`config.mk`:
```
export PLATFORM = sky130hd
export DESIGN_NAME = fe_sync_mem
export DESIGN_NICKNAME = d
export VERILOG_FILES = /design/src/rtl/fe_mem_pkg.sv /design/src/rtl/fe_prio_arb.sv /design/src/rtl/fe_tag_store.sv /design/src/rtl/fe_data_store.sv /design/src/rtl/fe_sync_mem.sv
export SDC_FILE = /design/constraint.sdc
export NUM_CORES = 1
export LEC_CHECK = 0
export ABC_AREA = 1
export CORE_MARGIN = 1
export CORE_UTILIZATION = 25
export CTS_BUF_LIST = sky130_fd_sc_hd__clkbuf_16
export DETAILED_ROUTE_END_ITERATION = 7
export DONT_BUFFER_PORTS = 1
export GPL_TIMING_DRIVEN = 0
export SKIP_LAST_GASP = 1
export SLEW_MARGIN = 20
export SYNTH_ARGS = -nofsm -noshare
export SYNTH_HDL_FRONTEND = slang
export SYNTH_HIERARCHICAL = 1
export SYNTH_SLANG_ARGS = --single-unit
```
`constraint.sdc`:
```
create_clock -name clk -period 3.1 [get_ports clk]
set_input_delay 0.775 -clock clk [delete_from_list [all_inputs] [get_ports clk]]
set_output_delay 0.775 -clock clk [all_outputs]
set_load 0.02 [all_outputs]
```
`src/rtl/fe_mem_pkg.sv`:
```
package fe_mem_pkg;

  typedef enum logic [1:0] {
    OP_PLAIN_RD = 2'b00,
    OP_PLAIN_WR = 2'b01,
    OP_SYNC_RD  = 2'b10,
    OP_SYNC_WR  = 2'b11
  } fe_op_e;

  // Synchronizing accesses test the state bit; plain ones ignore it.
  function automatic logic op_is_sync(fe_op_e op);
    return op[1];
  endfunction

  function automatic logic op_is_store(fe_op_e op);
    return op[0];
  endfunction

  // Whether the access may go through given the current word state.
  function automatic logic access_allowed(fe_op_e op, logic word_full);
    if (!op_is_sync(op)) return 1'b1;
    return op_is_store(op) ? !word_full : word_full;
  endfunction

endpackage

```
`src/rtl/fe_prio_arb.sv`:
```
module fe_prio_arb #(
  parameter int N = 2
) (
  input  logic [N-1:0] valid,
  output logic [N-1:0] grant,
  output logic         any_grant
);

  logic [N:0] blocked;

  assign blocked[0] = 1'b0;

  for (genvar i = 0; i < N; i++) begin : g_chain
    assign grant[i]     = valid[i] & ~blocked[i];
    assign blocked[i+1] = blocked[i] | valid[i];
  end

  assign any_grant = blocked[N];

endmodule

```
`src/rtl/fe_tag_store.sv`:
```
module fe_tag_store
  import fe_mem_pkg::*;
#(
  parameter int DEPTH = 16,
  parameter int AW    = 4,
  parameter int CW    = 5
) (
  input  logic             clk,
  input  logic             rst_n,
  input  logic             acc_en,
  input  logic [AW-1:0]    acc_addr,
  input  fe_op_e           acc_op,
  output logic             acc_ok,
  output logic [DEPTH-1:0] tags,
  output logic [CW-1:0]    count
);

  logic [DEPTH-1:0] tag_q;
  logic [CW-1:0]    cnt_q;
  logic             cur_full;
  logic             set_full;
  logic             clr_full;

  assign cur_full = tag_q[acc_addr];
  assign acc_ok   = access_allowed(acc_op, cur_full);
  assign set_full = acc_en & acc_ok & (acc_op == OP_SYNC_WR);
  assign clr_full = acc_en & acc_ok & (acc_op == OP_SYNC_RD);

  always_ff @(posedge clk or negedge rst_n) begin
    if (!rst_n) begin
      tag_q <= '0;
      cnt_q <= '0;
    end else if (set_full) begin
      tag_q[acc_addr] <= 1'b1;
      cnt_q           <= cnt_q + 1'b1;
    end else if (clr_full) begin
      tag_q[acc_addr] <= 1'b0;
      cnt_q           <= cnt_q - 1'b1;
    end
  end

  assign tags  = tag_q;
  assign count = cnt_q;

endmodule

```
`src/rtl/fe_data_store.sv`:
```
module fe_data_store #(
  parameter int DEPTH = 16,
  parameter int AW    = 4,
  parameter int DW    = 16
) (
  input  logic          clk,
  input  logic          rst_n,
  input  logic          wr_en,
  input  logic [AW-1:0] addr,
  input  logic [DW-1:0] wdata,
  output logic [DW-1:0] rdata
);

  logic [DW-1:0] mem_q [DEPTH];

  always_ff @(posedge clk or negedge rst_n) begin
    if (!rst_n) begin
      for (int i = 0; i < DEPTH; i++) mem_q[i] <= '0;
    end else if (wr_en) begin
      mem_q[addr] <= wdata;
    end
  end

  assign rdata = mem_q[addr];

endmodule

```
`src/rtl/fe_sync_mem.sv`:
```
module fe_sync_mem
  import fe_mem_pkg::*;
#(
  parameter int NREQ  = 2,
  parameter int DEPTH = 16,
  parameter int DW    = 16,
  localparam int AW   = $clog2(DEPTH),
  localparam int CW   = $clog2(DEPTH + 1)
) (
  input  logic               clk,
  input  logic               rst_n,
  input  logic [NREQ-1:0]    req_valid,
  input  logic [2*NREQ-1:0]  req_op,
  input  logic [AW*NREQ-1:0] req_addr,
  input  logic [DW*NREQ-1:0] req_wdata,
  output logic [NREQ-1:0]    req_ready,
  output logic [NREQ-1:0]    rsp_valid,
  output logic [NREQ-1:0]    rsp_retry,
  output logic [DW-1:0]      rsp_rdata,
  output logic [CW-1:0]      full_count
);

  // Named internal events, visible to the bound checker.
  logic [NREQ-1:0]  grant;
  logic             any_grant;
  fe_op_e           sel_op;
  logic [AW-1:0]    sel_addr;
  logic [DW-1:0]    sel_wdata;
  logic             acc_ok;
  logic             store_fire;
  logic             load_fire;
  logic [DW-1:0]    mem_rdata;
  logic [DW-1:0]    rdata_next;
  logic [DEPTH-1:0] tags_w;

  fe_prio_arb #(.N(NREQ)) u_arb (
    .valid     (req_valid),
    .grant     (grant),
    .any_grant (any_grant)
  );

  always_comb begin
    sel_op    = OP_PLAIN_RD;
    sel_addr  = '0;
    sel_wdata = '0;
    for (int i = 0; i < NREQ; i++) begin
      if (grant[i]) begin
        sel_op    = fe_op_e'(req_op[2*i +: 2]);
        sel_addr  = req_addr[AW*i +: AW];
        sel_wdata = req_wdata[DW*i +: DW];
      end
    end
  end

  fe_tag_store #(.DEPTH(DEPTH), .AW(AW), .CW(CW)) u_tags (
    .clk      (clk),
    .rst_n    (rst_n),
    .acc_en   (any_grant),
    .acc_addr (sel_addr),
    .acc_op   (sel_op),
    .acc_ok   (acc_ok),
    .tags     (tags_w),
    .count    (full_count)
  );

  assign store_fire = any_grant & acc_ok & op_is_store(sel_op);
  assign load_fire  = any_grant & acc_ok & ~op_is_store(sel_op);

  fe_data_store #(.DEPTH(DEPTH), .AW(AW), .DW(DW)) u_data (
    .clk   (clk),
    .rst_n (rst_n),
    .wr_en (store_fire),
    .addr  (sel_addr),
    .wdata (sel_wdata),
    .rdata (mem_rdata)
  );

  assign rdata_next = load_fire ? mem_rdata : '0;
  assign req_ready  = grant;

  always_ff @(posedge clk or negedge rst_n) begin
    if (!rst_n) begin
      rsp_valid <= '0;
      rsp_retry <= '0;
      rsp_rdata <= '0;
    end else begin
      rsp_valid <= grant;
      rsp_retry <= (any_grant & ~acc_ok) ? grant : '0;
      rsp_rdata <= rdata_next;
    end
  end

endmodule

```
==> flow_summary.ini, run 1 <==
[drt]
viasPerCell = 4.65
first_iter_violations = 1159
route.detailed.drc = 0
detail-route-antenna-nets = 0
drt_pass1_iterations = 5
wl_per_cell_um = 17.8
num_vias = 13392
routed_wl_um = 51300

[place]
port_buffers = 0
post-place-ws_ns = -1.11
gp_congestion = 0.934
hpwl_um = 34100
dp.cells = 2763
post_dp_cell_area_um2 = 15900

[clock_network]
cts_buffers = 36
cts_sinks = 297
clkTransAtPathRegs_ns = 0.06
cts_max_level = 2
clkLatencyLatePin_ns = 0.53
cts_tree = built
root_buffer = clkbuf_16
cts_max_path_buffers = 3

[global_routing]
grt_overflow = 0
antenna_found_initial = 0
grt-busiest-layer = met2
grt_pass1_vias = 12592
gr-usage-met2 = 0.252
grt_max_degree = 298
use_met1 = 0.242
grt_first_pass_wirelength_um = 76700
track_usage = 0.169
grt_util_met3 = 0.0295

[power]
p_int_mw = 8.13
p_comb_frac = 0.234
ir_drop_mv = 0.393
p_per_area_nw_per_um2 = 663
p_leak_nw = 9.17
p_clk_frac = 0.328
p_sw_mw = 4.02
p_sw_frac = 0.331
seqPwrFrac = 0.438

[floorplan]
die_area_um2 = 59100
rows = 88
start_util = 0.252
io_pins = 75
die_h_um = 243
core-area_um2 = 57600
dieWidth_um = 243

[timing]
drv_slew = 0
holdWs_ns = -0.0227
hold_viol = 9
setup_viol = 10
period_needed_ns = 3.13
setup_slack_ns = -0.0281
fin_skew_ns = 0.0205
rsz0062_at_grt = yes
max_freq_mhz = 320
final.period_utilization = 1.01
tightest_slew_ns = 1.21
maxSlewHeadroom = 0.196

[run]
cap_violations = 0

[layout]
antenna_cells = 0
nNetsFinal = 2140
final_common_cell = nand2_1
final_cell_mix = 890 x nand2_1, 297 x dfrtp_1, 145 x nor2_1
syn_to_final_growth_pct = 25.9
stdcell_area_um2 = 18300
fin_cells = 2877
nFillCells = 6154
drive_gt1_frac = 0.179

[hold_path]
hp-class = in -> async

[synth]
yosys_most_used_dff = dfrtp_1
yosysTopAreaCellShare = 0.511
seq_area_frac_synth = 0.511
synth_area_leader_cell = dfrtp_1
ys_types = 33
synthesis.area_um2 = 14500
synthCells = 1998
synth-async-reset-ratio = 1.00
synth-seq-cells = 297
avgSynthCellArea_um2 = 7.27
syn_nets = 2050
synth_area_leaders = dfrtp_1 51%, nand2_1 25%, nor2_1 4.5%
synth_edf_count = 0
ys_warn_count = 6

[critical_path]
worstPathRequired_ns = 3.54
critical_path_class = in -> reg
critical_path_arrival_ns = 3.56
endpoint_kind = flop
critPathLaunchType = primary input
critPathMaxFanout = 8

[run_status]
status = complete, but fails checks
violations = hold timing, setup timing
## routing by layer
layer,up-vias,wire [um]
met5,-,0
met1,6362,23300
met4,0,2010
met2,516,22100
li1,6400,-
met3,114,3870
## per-stage QoR
step	TNS, ns	utilization	power (mW)
3_3_place_gp	-258.47	0.275	7.76
3_5_place_dp	-261.32	0.275	7.81
2_1_floorplan	-21.36	-	7.03
5_1_grt	-22.71	0.318	12.8
4_1_cts	-1.21	0.302	11.9
6_report	-0.144	0.318	12.1
## worst paths after layout
check                             start                end  slack, ns  depth (start not counted)
setup / recovery           req_valid[1]  u_data/mem_q[232]      -0.03                         24
max in group asynchronous         rst_n   u_data/mem_q[63]       2.40                          0
min in group clk           req_valid[0]       rsp_valid[1]       0.35                          1
hold / removal                    rst_n  u_data/mem_q[138]      -0.02                          0
hold reg to reg                    flop               flop       0.47                          2
setup reg to reg                   flop  u_data/mem_q[232]       0.66                         17
## area by class of cell
cell class	count	area (um^2)	area share
Tap cell	765	957	0.0523
Clock inverter	25	164	0.00895
Clock buffer	37	926	0.0506
Timing Repair Buffer	52	554	0.0303
Multi-Input combinational cell	1479	6890	0.377
Sequential cell	297	7430	0.406
Inverter	98	400	0.0219
Buffer	124	976	0.0533
## Yosys cell counts (2+ instances only)
| master | number |
|---|---|
| ha_1 | 3 |
| nand3_1 | 26 |
| a21oi_1 | 129 |
| inv_1 | 87 |
| buf_2 | 53 |
| buf_1 | 9 |
| buf_6 | 5 |
| clkbuf_1 | 55 |
| nand2_2 | 15 |
| o21ai_1 | 60 |
| inv_2 | 10 |
| nand3_4 | 2 |
| buf_4 | 2 |
| nand4_1 | 17 |
| nor2_4 | 2 |
| nand2_1 | 965 |
| dfrtp_1 | 297 |
| o21ai_0 | 70 |
| nor3_2 | 2 |
| nor2_1 | 176 |
## worst max-delay path: stages
cell and delay (ns):
inv_12 0.01, nor2_4 0.26, inv_2 0.11, buf_8 0.16, nand3_4 0.08, nand2_8 0.09, buf_8 0.15, nand2_4 0.05
nand2_2 0.05, nand2_1 0.07, nand2_1 0.06, nand2_2 0.08, nand2_4 0.07, nor2_8 0.15, nand2_4 0.07, nand2_4 0.08
nand2_4 0.05, a21oi_4 0.13, buf_12 0.15, nand3_4 0.14, nor2_4 0.31, buf_2 0.25, nor2_1 0.06, a21oi_1 0.12
## cells by family after synthesis
group                    count (synthesis)  synth area share
XOR/XNOR                                 3           0.00232
AND/OR/NAND/NOR                       1211             0.327
adder cells (fa/ha/maj)                  4           0.00396
flip-flops                             297             0.511
AO/OA/AOI/OAI                          261            0.0901
buffers and inverters                  222            0.0650
## timing repair
action                                  CTS  global route
gates resized for setup                  60           220
buffers inserted                         16            18
endpoints found under the hold margin   224           151
pin swaps                                16            24
endpoints found under the setup margin  256           267
gates cloned                              6            13
## power groups by stage
stage               registers [mW]  clock network, mW  logic [mW]
floorplan                     5.21                  0        1.82
global placement              5.32                  0        2.45
detailed placement            5.33                  0        2.48
CTS                           5.27               4.07        2.57
global route                  5.42               4.20        3.16
finish                        5.32               3.99        2.84
## flip-flops by register name, summed over array words and instances (netlist names), named ones only
name	flops
u_tags/count	5
u_data/mem_q	256
rsp_valid	2
rsp_rdata	16
rsp_retry	2
Power figures use the tool's default switching activity.
==> inputs of run 2 (changes only) <==
--- a/config.mk
+++ b/config.mk
@@ -6,7 +6,6 @@
 export NUM_CORES = 1
 export LEC_CHECK = 0
 export ABC_AREA = 1
-export CORE_MARGIN = 1
 export CORE_UTILIZATION = 25
 export CTS_BUF_LIST = sky130_fd_sc_hd__clkbuf_16
 export DETAILED_ROUTE_END_ITERATION = 7
==> results of run 2 <==
The final DEF is identical to that of run 1; final timing and power are the same.
==> inputs of run 3 (changes only) <==
--- a/config.mk
+++ b/config.mk
@@ -6,13 +6,14 @@
 export NUM_CORES = 1
 export LEC_CHECK = 0
 export ABC_AREA = 1
-export CORE_UTILIZATION = 25
+export CORE_ASPECT_RATIO = 1.25
+export CORE_UTILIZATION = 30
 export CTS_BUF_LIST = sky130_fd_sc_hd__clkbuf_16
 export DETAILED_ROUTE_END_ITERATION = 7
 export DONT_BUFFER_PORTS = 1
 export GPL_TIMING_DRIVEN = 0
 export SKIP_LAST_GASP = 1
-export SLEW_MARGIN = 20
+export SLEW_MARGIN = 30
 export SYNTH_ARGS = -nofsm -noshare
 export SYNTH_HDL_FRONTEND = slang
 export SYNTH_HIERARCHICAL = 1
==> flow_summary.ini, run 3 (synthesis gave the netlist of run 1 again) <==
[timing]
tightest_slew_ns = 1.08
setup_slack_ns = -0.106
rsz0062_at_grt = yes
hold_viol = 22
setup_viol = 183
maxSlewHeadroom = 0.277
period_needed_ns = 3.21
fin_skew_ns = 0.0219
holdWs_ns = -0.0305
max_freq_mhz = 312
drv_slew = 0
final.period_utilization = 1.03

[layout]
drive_gt1_frac = 0.160
stdcell_area_um2 = 18000
nNetsFinal = 2132
final_common_cell = nand2_1
antenna_cells = 0
final_cell_mix = 895 x nand2_1, 297 x dfrtp_1, 163 x nor2_1
largest_reg_flops = 256
syn_to_final_growth_pct = 23.7
final_util = 0.378
top_register = u_data/mem_q

[critical_path]
critical_path_class = in -> reg
path_buf_inv = 7
worstPathRequired_ns = 3.51
r2r_setup_slack_ns = 0.62
slowest_stage = nor2_4
rr_endpoint = u_data/mem_q[251]
critPathMaxFanout = 7
reg2regPathDepth = 18
endpoint_kind = flop
max_stage_delay_ns = 0.29
crit_family = simple AND/OR/NAND/NOR gates
critPathLaunchType = primary input
critical_path_arrival_ns = 3.61

[drt]
first_iter_violations = 1095
num_vias = 13308
wl_per_cell_um = 17.9
drt_pass1_iterations = 5
route.detailed.drc = 0
detail-route-antenna-nets = 0
viasPerCell = 4.85
routed_wl_um = 49000

[global_routing]
track_usage = 0.198
grt_overflow = 0
grt_max_degree = 298
antenna_found_initial = 0
grt_first_pass_wirelength_um = 73600
grt_pass1_vias = 12723

[clock_network]
root_buffer = clkbuf_16
cts_max_path_buffers = 3
cts_tree = built
clkLatencyLatePin_ns = 0.54
cts_sinks = 297
cts_max_level = 2
clkTransAtPathRegs_ns = 0.06
cts_buffers = 34

[power]
p_leak_nw = 9.12
p_per_area_nw_per_um2 = 673
power_mw = 12.1
ir_drop_mv = 0.344

[place]
post_dp_cell_area_um2 = 15700
gp_congestion = 0.952
hpwl_um = 33600
port_buffers = 0
post-place-ws_ns = -0.952

[floorplan]
core-area_um2 = 47500
start_util = 0.306
rows = 89
die_h_um = 248
dieWidth_um = 199
die_area_um2 = 49300
io_pins = 75

[hold_path]
hp-class = in -> async

[run_status]
status = complete, but fails checks
violations = hold timing, setup timing

[run]
cap_violations = 0
run 3: cell types whose count changed in the layout (fill, tap and decap cells not counted), moves of 5 or more:
cell,delta
clkbuf_2,+5
buf_4,-7
a21oi_1,+6
a21oi_2,-6
nand2_2,-8
clkbuf_8,-5
o21ai_0,-5
o21ai_1,+9
nor2_2,-11
nor2_1,+18
buf_6,+8
nand2_1,+5
nor2_4,-7
run 3: power breakdown:
part           total [mW]  leakage, nW  internal (mW)  switching (mW)
Sequential           5.31         3.92           4.72           0.592
Clock                4.14        0.559           2.47            1.67
Combinational        2.65         4.65          0.979            1.67
Total                12.1         9.12           8.17            3.93
run 3: worst max-delay path by stage:
stage / startpoint / endpoint / slack (ns) / depth (start not counted)
detailed placement: req_valid[1] / u_data/mem_q[221] / -0.95 / 23
CTS: req_valid[1] / u_data/mem_q[94] / -0.01 / 22
finish: req_valid[1] / u_data/mem_q[251] / -0.11 / 25
global placement: req_valid[1] / u_data/mem_q[101] / -0.87 / 22
floorplan: req_valid[1] / u_data/mem_q[184] / -0.15 / 24
global route: req_valid[1] / u_data/mem_q[56] / -0.24 / 25
run 3: area by class of cell:
| cell class | count | area [um^2] |
|---|---|---|
| buffer | 124 | 950 |
| clock buffer | 35 | 876 |
| clock inverter | 26 | 253 |
| fill | 4871 | 29600 |
| inverter | 98 | 388 |
| multi-input combinational | 1479 | 6750 |
| sequential | 297 | 7430 |
| tap | 637 | 797 |
| timing repair buffer | 46 | 538 |
run 3: repair_timing:
action,4_1_cts,5_1_grt
buffers inserted,11,17
gates resized for setup,34,203
cloned,3,15
pin swaps,6,16
endpoints found under the hold margin,297,213
endpoints found under the setup margin,256,260
run 3: per-stage QoR:
stage | setup TNS [ns] | std cells
after floorplan | -21.36 | 1998
after global placement | -201.76 | 2635
after CTS | -0.0739 | 2710
final | -8.25 | 2742
after global routing | -42.03 | 2742
after detailed placement | -215.84 | 2635
run 3: per-layer routing:
layer,share of wire,up-vias,GRT usage
li1,-,6359,-
met1,0.41,6270,0.253
met2,0.47,562,0.321
met3,0.067,117,0.0314
met4,0.054,0,0.106
met5,0,-,0
